$ cat src/rtl/pm_clk_divider.sv
module pm_clk_divider #(
  parameter int CW = 8
) (
  input  logic                       clk,
  input  logic                       rst_n,
  input  logic                       wr_en,
  input  logic [2:0]                 wr_lo_code,
  input  logic [2:0]                 wr_hi_code,
  input  logic                       wr_lo_sel,
  input  logic                       lp_mode,
  output logic                       clk_en,
  output logic [$clog2(CW+1)-1:0]    applied_shift,
  output logic                       bad_code
);
  localparam int SW = $clog2(CW+1);

  logic [2:0]    lo_code, hi_code;
  logic          lo_sel;
  logic [CW-1:0] cnt, mask;
  logic [CW:0]   full;
  logic [SW-1:0] lo_shift, hi_shift, tgt_shift;

  always_comb begin
    case (lo_code)
      3'd6:    lo_shift = SW'(6);
      3'd7:    lo_shift = SW'(8);
      default: lo_shift = SW'(lo_code) + SW'(1);
    endcase
    hi_shift = (hi_code == 3'd7) ? SW'(6) : SW'(hi_code);
  end

  assign tgt_shift = (lo_sel || lp_mode) ? lo_shift : hi_shift;
  assign full      = (CW+1)'(1) << applied_shift;
  assign mask      = CW'(full - (CW+1)'(1));
  assign clk_en    = (cnt == mask);

  always_ff @(posedge clk or negedge rst_n) begin
    if (!rst_n) begin
      lo_code  <= '0;
      hi_code  <= '0;
      lo_sel   <= 1'b0;
      bad_code <= 1'b0;
    end else if (wr_en) begin
      lo_code <= wr_lo_code;
      hi_code <= wr_hi_code;
      lo_sel  <= wr_lo_sel;
      if (wr_lo_code == 3'd6 || wr_hi_code == 3'd7) bad_code <= 1'b1;
    end
  end

  always_ff @(posedge clk or negedge rst_n) begin
    if (!rst_n) begin
      cnt           <= '0;
      applied_shift <= '0;
    end else if (clk_en) begin
      cnt           <= '0;
      applied_shift <= tgt_shift;
    end else begin
      cnt <= cnt + CW'(1);
    end
  end
endmodule


$ cat config.mk
export PLATFORM = sky130hd
export DESIGN_NAME = pm_clk_divider
export DESIGN_NICKNAME = d
export VERILOG_FILES = /design/src/rtl/pm_clk_divider.sv
export SDC_FILE = /design/constraint.sdc
export NUM_CORES = 1
export LEC_CHECK = 0
export BUFFER_PORTS_ARGS = -buffer_cell sky130_fd_sc_hd__buf_2
export CORE_MARGIN = 4
export CORE_UTILIZATION = 55
export DETAILED_ROUTE_END_ITERATION = 12
export PLACE_DENSITY = 0.88
export SLEW_MARGIN = 20
export SYNTH_ARGS = -nofsm -noshare
export SYNTH_HDL_FRONTEND = slang
export SYNTH_SLANG_ARGS = --single-unit
$ cat constraint.sdc
create_clock -name clk -period 3.6 [get_ports clk]
set_input_delay 0.72 -clock clk [delete_from_list [all_inputs] [get_ports clk]]
set_output_delay 0.72 -clock clk [all_outputs]
set_load 0.02 [all_outputs]
# ---- Word-level counts from Yosys, hierarchy flattened
# Index checks and enable logic that the tools add are counted.
dict set report word_totals {
  regBits 20
  in_bits 11
  output_inout_bits 6
  wordCells 23
}
dict set report op_classes {
  n_addsub 3
  eq_ne 6
  n_shift 1
  muxes 4
  reduce_logical 3
}
# op n
set ops {}
lappend ops {{$eq A3 B3 Y1 const B} 5}
lappend ops {{$add A8 B1 Y8 const B} 1}
lappend ops {{$eq A8 B8 Y1} 1}
lappend ops {{$mux W8} 1}
lappend ops {{$pmux W4 S2} 1}
lappend ops {{$shl A1 B4 Y8 const A} 1}
lappend ops {{$sub A8 B1 Y8 const B} 1}
lappend ops {{$add A3 B1 Y4 const B} 1}
lappend ops {{$mux W4} 1}
lappend ops {{$mux W3} 1}
lappend ops {{$logic_or A1 B1 Y1} 2}
lappend ops {{$reduce_and A2 Y1} 1}

# ---- Depth between registers and ports, before layout
# Gate-level depths: netlist (run 1).
dict set report logic_depth {
  word_depth 4
  depth_mapped 9
  depth_no_buf 7
}

# ---- Worst setup path after synthesis (run 1)
# OpenSTA, ideal clock, no wires.
dict set report synth_path {
  path_type {register -> output}
  startpoint {reg applied_shift[2]}
  endpoint {out clk_en}
  arrival_ps 2782
  required_ps 2880
  path_slack_ps 98
  path_stages_with_launch 9
  path_buffers 1
  path_cell_list {dfrtp_1 buf_6 or4b_2 ha_1 xor2_1 xnor2_1 nand3_1 or4_1 a21oi_1}
}
dict set report synth_between {
  elab_chain_cells 3
}
# item line
set synth_lines {}
lappend synth_lines {{from (decl)} 12} ;# output logic [$clog2(CW+1)-1:0] applied_shift,
lappend synth_lines {{from (signal assigned)} 57} ;# applied_shift <= tgt_shift;
lappend synth_lines {{$shl A1 B4 Y8} 33} ;# assign full = (CW+1)'(1) << applied_shift;
lappend synth_lines {{$sub A8 B1 Y8} 34} ;# assign mask = CW'(full - (CW+1)'(1));
lappend synth_lines {{$eq A8 B8 Y1} 35} ;# assign clk_en = (cnt == mask);
lappend synth_lines {{to (decl)} 11} ;# output logic clk_en,
# Every way passes these cells.

# ---- Final worst setup path (run 1)
dict set report layout_path {
  startpoint {reg applied_shift[1]}
  endpoint {out clk_en}
}
# Same word-level chain as after synthesis.

==> run_results.csv, run 1 <==
group,metric,value,unit
status,outcome,"complete, no violations",
logic_synthesis,ys_warn_count,0,
logic_synthesis,ys.flop_type,"dfrtp_1",
placed_design,dp_hpwl,1740,um
clocking,clock_latency,0.29,ns
placed_design,place_area,0.00127,mm2
logic_synthesis,yosys_register_bits,20,
pwr,power.share.switching,0.224,
global_routing,antenna_found_initial,0,
clocking,cts_tree,"built",
die,start_util,0.591,
drt,first_pass_iters,4,
global_routing,grt_max_degree,21,
final_layout,diodes,0,
worst_setup_path,cp_max_fo,4,
logic_synthesis,synthCells,117,
clocking,clock_path_buffers,2,
worst_setup_path,critPathLaunchType,"register",
logic_synthesis,postSynth.asyncResetShare,1.00,
final_layout,layout.nets,162,
logic_synthesis,syn_nets,133,
global_routing,grt_pass1_wl,3910,um
placed_design,portBuffers,16,
clocking,cts.sinks,20,
drt,drc_errors,0,
clocking,cts_max_level,1,
drt,drtIter0Drc,10,
drt,routed-via-count,951,
drt,viasPerCell,5.53,
die,core,0.00200,mm2
final_layout,drive_above_1_share,0.366,
sta,tns,0,ns
placed_design,place_congestion,0.852,
sta,worst_pin_slew,0.492,ns
sta,setup_violations,0,
logic_synthesis,syn_area_per_cell,10.1,um2
sta,fin_ws,0.131,ns
pwr,p_int,0.000312,W
min_path,worstHoldPathType,"in2async",
sta,holdWs,0.353,ns
pwr,power_frac_comb,0.094,
die,die_w,54.4,um
drt,drt-total-wl,2530,um
die,io_pins,17,
die,die-area,0.00296,mm2
drt,post_drt_wl_per_cell,14.7,um
global_routing,grt_pass1_vias,871,
clocking,clockRootBuffer,"clkbuf_4",
pwr,power_density,284,mW/mm2
sta,period_share,0.964,
sta,hold_viol,0,
clocking,cts-buffers-inserted,3,
logic_synthesis,syn_area,0.00118,mm2
global_routing,grt.total_usage,0.188,
sta,fmax,288,MHz
placed_design,pre_cts_ws,0.215,ns
die,rows,16,
run,drv_cap,0,
logic_synthesis,yosysSeqAreaShare,0.423,
sta,slew-limit-headroom,0.667,
worst_setup_path,critPathCaptureType,"output port",
worst_setup_path,arrival,2.75,ns
sta,slew_viol_final,0,
global_routing,grt-ovfl-total,0,
sta,rsz0062_at_grt,"false",
pwr,p_seq_frac,0.596,
drt,drtAntennaViolNets,0,
pwr,p_leak,0.630,nW
sta,skew,0.000936,ns
clocking,cts_hold_buf,0,
logic_synthesis,synth_edf_count,0,
logic_synthesis,yosysUniqueCellTypes,33,
worst_setup_path,criticalPathCategory,"reg2out",
clocking,clkTransAtPathRegs,0.10,ns
final_layout,areaGrowthSynthToFinish,19.7,%
worst_setup_path,critical_path_required,2.88,ns
sta,fin_crit,3.47,ns
pwr,p_sw,0.0000900,W
pwr,peakVddDrop,0.284,mV
final_layout,finish.instance_area,0.00142,mm2
pwr,p_clk_frac,0.310,
die,die_h,54.4,um
-- synth_stat cells, drive strengths merged (2+ instances only) --
library cell	instances	area share
dfrtp	20	0.42
nor2	13	0.041
nand2	12	0.038
mux2	9	0.089
o21ai	9	0.038
a21oi	7	0.033
xor2	6	0.044
ha	5	0.053
nand3	5	0.021
buf	3	0.023
inv	3	0.0095
xnor2	3	0.022
mux2i	2	0.017
nor2b	2	0.011
or2	2	0.011
or3	2	0.011
or4	2	0.016
-- registers in the layout, indices dropped and copies added (netlist names) --
| name | cells |
|---|---|
| cnt | 8 |
| applied_shift | 4 |
| lo_sel | 1 |
| hi_code | 3 |
| bad_code | 1 |
| lo_code | 3 |
-- metrics by stage --
step	std cells	power [W]	util
4_1_cts	167	0.000407	0.678
6_report	172	0.000402	0.707
3_3_place_gp	157	0.000279	0.636
5_1_grt	172	0.000423	0.707
3_5_place_dp	157	0.000282	0.636
2_1_floorplan	117	0.000265	-
-- power groups by stage --
stage / Combinational, W / Clock [W] / Sequential, W
finish: 0.0000376 / 0.000125 / 0.000239
global route: 0.0000431 / 0.000139 / 0.000240
CTS: 0.0000381 / 0.000130 / 0.000239
detailed placement: 0.0000379 / 0 / 0.000244
global placement: 0.0000364 / 0 / 0.000243
floorplan: 0.0000233 / 0 / 0.000241
-- cells in the final DEF (no fill, tap or decap), types with 2 or more instances in the layout --
master and instances:
a21oi_1 6, buf_2 15, buf_4 13, clkbuf_4 3
dfrtp_1 16, dfrtp_2 4, ha_1 4, inv_1 3
mux2_2 8, mux2i_1 2, nand2_1 12, nand3_1 5
nor2_1 13, nor2b_1 2, o21ai_0 9, or2_2 2
or3_1 2, xnor2_1 3, xor2_1 6
-- worst paths after layout --
| path | start | end | slack (ns) | cells after the start |
|---|---|---|---|---|
| max in group asynchronous | rst_n | applied_shift[1] | 2.92 | 1 |
| min in group clk | bad_code | bad_code | 0.49 | 2 |
| max reg2reg | applied_shift[1] | applied_shift[3] | 0.77 | 8 |
| max | applied_shift[1] | clk_en | 0.13 | 8 |
| min reg2reg | bad_code | bad_code | 0.49 | 2 |
| min | rst_n | cnt[2] | 0.35 | 1 |
-- kinds of logic (layout without fill, tap and decap cells) --
family | Yosys count | count (layout) | share of synthesized area
and+or+nand+nor | 44 | 44 | 0.188
buffers and inverters | 7 | 35 | 0.0360
adders and majority gates | 5 | 5 | 0.0529
AOI/OAI and AO/OA | 21 | 21 | 0.127
xor gates and xnor gates | 9 | 9 | 0.0667
muxes | 11 | 11 | 0.106
DFF | 20 | 20 | 0.423
-- critical path, cell delays in order, from the launching register on --
cell	delay, ns
dfrtp_2	0.44
or4_4	0.55
ha_4	0.20
xor2_1	0.15
xnor2_1	0.23
nand3_1	0.09
or4_1	0.51
a21oi_1	0.13
buf_4	0.16
-- layout make-up --
class                   count  area (um2)
clock buffers               4        36.3
fillers                   155         587
inverters                   3        11.3
multi-input cells          90         656
flip-flops and latches     20         505
well taps                  27        33.8
repair buffers             28         173
-- timing repair --
item / in CTS / in global routing
pin swaps: 1 / 2
endpoints found under the setup margin: 1 / 1
gates resized for setup: 3 / 5
setup buffers: 6 / 5
-- per-layer routing --
layer / global-route usage / vias up / routed length [um]
met5: 0 / - / 0
met4: 0.0788 / 0 / 23
met3: 0.0327 / 4 / 85
met2: 0.323 / 18 / 1290
met1: 0.230 / 460 / 1130
li1: - / 469 / -
Power figures use the tool's default switching activity.
==> inputs of run 2 (changes only) <==
--- a/config.mk
+++ b/config.mk
@@ -6,7 +6,7 @@
 export NUM_CORES = 1
 export LEC_CHECK = 0
 export BUFFER_PORTS_ARGS = -buffer_cell sky130_fd_sc_hd__buf_2
-export CORE_MARGIN = 4
+export CORE_MARGIN = 2
 export CORE_UTILIZATION = 55
 export DETAILED_ROUTE_END_ITERATION = 12
 export PLACE_DENSITY = 0.88
==> run 2 against run 1 <==
  * Clock power down 17%
  * Critical path depth unchanged
  * Sequential power barely moved
  * Critical path type unchanged
  * Hold slack lost 0.0046 ns
  * Register-to-register slack worse by 0.09 ns
  * Sequential share of layout area rose by 1.3 points
  * Setup slack better by 0.018 ns
==> run_results.csv, run 2 (same netlist as run 1, synthesis figures left out) <==
group,metric,value,unit
die,rows,16,
final_layout,seq_area,505,um2
worst_setup_path,critPathCaptureType,"output port",
worst_setup_path,critical-path-max-stage-delay,0.55,ns
global_routing,grt-ovfl-total,0,
pwr,peakVddDrop,0.315,mV
sta,hold_viol,0,
global_routing,grt_pass1_wl,3970,um
sta,slew-limit-headroom,0.663,
worst_setup_path,critical_path_depth,8,
worst_setup_path,criticalPathCategory,"reg2out",
worst_setup_path,worstRegToRegCells,8,
drt,drt-total-wl,2340,um
drt,drtAntennaViolNets,0,
placed_design,place_area,0.00127,mm2
drt,post_drt_wl_per_cell,14.2,um
global_routing,grt.total_usage,0.203,
final_layout,layout.nets,156,
drt,viasPerCell,5.75,
worst_setup_path,critical_path_required,2.88,ns
placed_design,place_congestion,0.847,
sta,tns,0,ns
final_layout,finish.instance_area,0.00136,mm2
clocking,clock_latency,0.30,ns
sta,rsz0062_at_grt,"false",
global_routing,grt_pass1_vias,973,
final_layout,largest_register_ffs,8,
status,outcome,"complete, no violations",
sta,skew,0.00705,ns
final_layout,top_regs,"cnt x8, applied_shift x4",
die,die_h,50.4,um
pwr,power_density,279,mW/mm2
die,io_pins,17,
worst_setup_path,cp_num_buf_inv,1,
worst_setup_path,cpMostUsedCell,"or4_4",
sta,fmax,290,MHz
worst_setup_path,crit_family,"simple AND/OR/NAND/NOR gates",
die,core,0.00200,mm2
worst_setup_path,cp_max_fo,9,
placed_design,dp_hpwl,1700,um
worst_setup_path,crit_chain,"or4_4 > ha_4 > xor2_1 > xnor2_1 > nand3_1 > or4_4 > a21oi_2 > buf_4",
worst_setup_path,arrival,2.73,ns
worst_setup_path,r2r_slack,0.68,ns
worst_setup_path,slowest_stage,"or4_4",
clocking,cts-buffers-inserted,3,
final_layout,areaGrowthSynthToFinish,15.3,%
placed_design,pre_cts_ws,0.198,ns
final_layout,largest_register,"cnt",
worst_setup_path,critPathLaunchType,"register",
clocking,clockRootBuffer,"clkbuf_4",
placed_design,portBuffers,16,
final_layout,drive_above_1_share,0.348,
pwr,p_leak,0.591,nW
clocking,cts_hold_buf,0,
final_layout,final_common_cell,"dfrtp_1",
sta,worst_pin_slew,0.501,ns
run,drv_cap,0,
sta,setup_violations,0,
clocking,clkTransAtPathRegs,0.11,ns
die,start_util,0.591,
min_path,worstHoldPathType,"in2async",
final_layout,multi_input_area,663,um2
sta,holdWs,0.348,ns
sta,fin_ws,0.149,ns
die,die_w,50.4,um
global_routing,antenna_found_initial,0,
final_layout,final_util,0.681,
sta,fin_crit,3.45,ns
clocking,cts_max_level,1,
clocking,clock_path_buffers,2,
drt,drtIter0Drc,17,
die,die-area,0.00254,mm2
final_layout,final_cell_mix,"16 x dfrtp_1, 15 x buf_2, 13 x nor2_1, 12 x nand2_1, 9 x o21ai_0",
global_routing,grt_max_degree,21,
clocking,cts.sinks,20,
sta,period_share,0.959,
final_layout,diodes,0,
drt,drc_errors,0,
clocking,cts_tree,"built",
drt,routed-via-count,948,
final_layout,num-fill-cells,160,
drt,first_pass_iters,4,
sta,slew_viol_final,0,
==> run 2: path summary, 6_finish.rpt <==
path / start / end
hold reg to reg: bad_code / bad_code
setup / recovery: applied_shift[0] / clk_en
hold / removal: rst_n / cnt[7]
max in group asynchronous: rst_n / applied_shift[3]
min in group clk: bad_code / bad_code
setup reg to reg: applied_shift[0] / applied_shift[3]
==> run 2: timing repair <==
item	in CTS	in global routing
pin swaps	1	5
setup endpoints to repair	1	1
setup buffers	3	3
gates resized for setup	4	6
==> run 2: stage by stage <==
stage                     cells  total power (W)
after floorplan             117         0.000265
after global placement      157         0.000279
after detailed placement    157         0.000282
after CTS                   163         0.000385
after global routing        165         0.000398
final                       165         0.000381
==> run 2: cell type report <==
class	count	share of cell area
clock buffers	3	0.0165
inverters	3	0.00826
multi-input cells	90	0.486
flip-flops and latches	20	0.371
well taps	27	0.0248
repair buffers	22	0.0936
==> run 2: routing by layer <==
| layer | track usage | vias to the layer above | part of all wire |
|---|---|---|---|
| met5 | 0 | - | 0 |
| met4 | 0.113 | 0 | 0.016 |
| met3 | 0.0179 | 5 | 0.024 |
| met2 | 0.353 | 17 | 0.51 |
| met1 | 0.247 | 469 | 0.45 |
| li1 | - | 457 | - |
==> run 2: report_power, final <==
part / switching [W] / internal (W)
combinational: 0.0000203 / 0.0000178
clock: 0.0000650 / 0.0000391
sequential: 0.00000660 / 0.000232
==> run 2: worst register-to-register path: stages (launching register included) <==
cell and delay [ns]:
dfrtp_2 0.47, or4_4 0.55, ha_4 0.20, or3_1 0.31
a21oi_1 0.15, o21ai_0 0.20, a2111oi_4 0.50, buf_4 0.26
mux2i_1 0.21
==> inputs of run 3 (changes only) <==
==> constraint.sdc (replaced) <==
create_clock -name clk -period 4.3 [get_ports clk]
set_input_delay 0.86 -clock clk [delete_from_list [all_inputs] [get_ports clk]]
set_output_delay 0.86 -clock clk [all_outputs]
set_load 0.02 [all_outputs]
==> run 3 against run 2 <==
  * Wire length fell by 2.8%
  * Sequential cell count stayed put
  * Register-to-register slack improved by 0.26 ns
  * Critical path depth did not move
  * First-iteration DRC count shrank 12%
  * Sequential share of layout area up 1.8 points
==> run_results.csv, run 3 (same netlist as run 1, synthesis figures left out) <==
group,metric,value,unit
status,outcome,"complete, no violations",
final_layout,multi_input_area,639,um2
placed_design,portBuffers,16,
worst_setup_path,critical-path-max-stage-delay,0.65,ns
final_layout,seq_area,500,um2
sta,skew,0.00178,ns
worst_setup_path,critical_path_required,3.44,ns
placed_design,place_congestion,0.849,
final_layout,final_common_cell,"dfrtp_1",
drt,drtIter0Drc,15,
global_routing,grt_max_degree,21,
drt,drtAntennaViolNets,0,
worst_setup_path,crit_chain,"or4b_2 > ha_1 > xor2_1 > xnor2_1 > nand3_1 > or4_1 > a21oi_1 > buf_2",
clocking,cts_max_level,1,
final_layout,drive_above_1_share,0.265,
drt,first_pass_iters,3,
placed_design,pre_cts_ws,0.736,ns
worst_setup_path,timing.rr.start,"applied_shift[3]",
worst_setup_path,cp_num_buf_inv,1,
final_layout,layout.nets,150,
die,die-area,0.00254,mm2
global_routing,grt.total_usage,0.211,
worst_setup_path,worst_r2r_endpoint,"applied_shift[1]",
clocking,cts.sinks,20,
sta,slew_viol_final,0,
pwr,p_leak,0.564,nW
worst_setup_path,criticalPathCategory,"reg2out",
clocking,cts_hold_buf,0,
clocking,clkTransAtPathRegs,0.10,ns
min_path,worstHoldPathType,"in2async",
die,die_w,50.4,um
placed_design,dp_hpwl,1770,um
final_layout,diodes,0,
worst_setup_path,critPathLaunchType,"register",
sta,fin_crit,3.91,ns
sta,worst_pin_slew,0.783,ns
sta,fmax,256,MHz
global_routing,grt_pass1_vias,935,
worst_setup_path,crit_family,"simple AND/OR/NAND/NOR gates",
sta,slew-limit-headroom,0.478,
sta,tns,0,ns
pwr,peakVddDrop,0.174,mV
final_layout,final_cell_mix,"20 x dfrtp_1, 16 x buf_2, 13 x nor2_1, 12 x nand2_1, 9 x o21ai_0",
die,core,0.00200,mm2
sta,rsz0062_at_grt,"false",
clocking,cts_tree,"built",
final_layout,top_regs,"cnt x8, applied_shift x4",
final_layout,num-fill-cells,170,
drt,routed-via-count,909,
drt,post_drt_wl_per_cell,14.3,um
drt,drt-total-wl,2270,um
global_routing,antenna_found_initial,0,
sta,period_share,0.909,
sta,fin_ws,0.393,ns
worst_setup_path,worstRegToRegCells,7,
clocking,cts_setup_buffers,0,
die,die_h,50.4,um
pwr,p_total,0.000319,W
placed_design,dp_cells,156,
die,start_util,0.591,
clocking,clockRootBuffer,"clkbuf_4",
worst_setup_path,slowest_stage,"or4b_2",
clocking,post_cts_resized,0,
die,io_pins,17,
worst_setup_path,r2r_slack,0.94,ns
drt,drc_errors,0,
run,drv_cap,0,
sta,hold_viol,0,
worst_setup_path,cp_max_fo,11,
die,rows,16,
clocking,cts-buffers-inserted,3,
drt,viasPerCell,5.72,
clocking,clock_path_buffers,2,
worst_setup_path,arrival,3.05,ns
worst_setup_path,critPathCaptureType,"output port",
global_routing,grt_pass1_wl,4060,um
final_layout,largest_register_ffs,8,
clocking,clock_latency,0.29,ns
final_layout,largest_register,"cnt",
final_layout,fin_cells,159,
final_layout,areaGrowthSynthToFinish,8.89,%
global_routing,grt-ovfl-total,0,
pwr,power_density,248,mW/mm2
sta,setup_violations,0,
## run 3: area by class of cell
cell class              count  area share
clock buffers               3      0.0175
inverters                   3     0.00875
multi-input cells          90       0.497
flip-flops and latches     20       0.389
well taps                  27      0.0262
repair buffers             16      0.0622
## run 3: how the worst max path moves through the flow
stage                          start  endpoint  slack [ns]  cells after the start
detailed placement  applied_shift[1]    clk_en        0.74                      8
global route        applied_shift[3]    clk_en        0.26                      8
global placement    applied_shift[1]    clk_en        0.84                      8
CTS                 applied_shift[1]    clk_en        0.40                      8
floorplan           applied_shift[2]    clk_en        0.66                      8
finish              applied_shift[3]    clk_en        0.39                      8
## run 3: metrics by stage
stage                     instance area [um2]  utilization  hold slack, ns
after global routing                     1290        0.643           0.519
after global placement                   1260        0.632           0.452
final                                    1290        0.643           0.486
after floorplan                          1180            -           0.464
after CTS                                1290        0.643           0.495
after detailed placement                 1260        0.632           0.463
## run 3: power breakdown
| group | internal, W | switching, W |
|---|---|---|
| logic | 0.0000151 | 0.0000171 |
| clock network | 0.0000326 | 0.0000535 |
| registers | 0.000195 | 0.00000606 |
| total | 0.000242 | 0.0000766 |
## run 3: metal layers
metal	GRT usage	vias to the layer above	wire, um	part of all wire
met5	0	-	0	0
met4	0.0721	0	25	0.011
met3	0.0179	4	59	0.026
met2	0.368	16	1160	0.51
met1	0.273	449	1030	0.45
li1	-	440	-	-
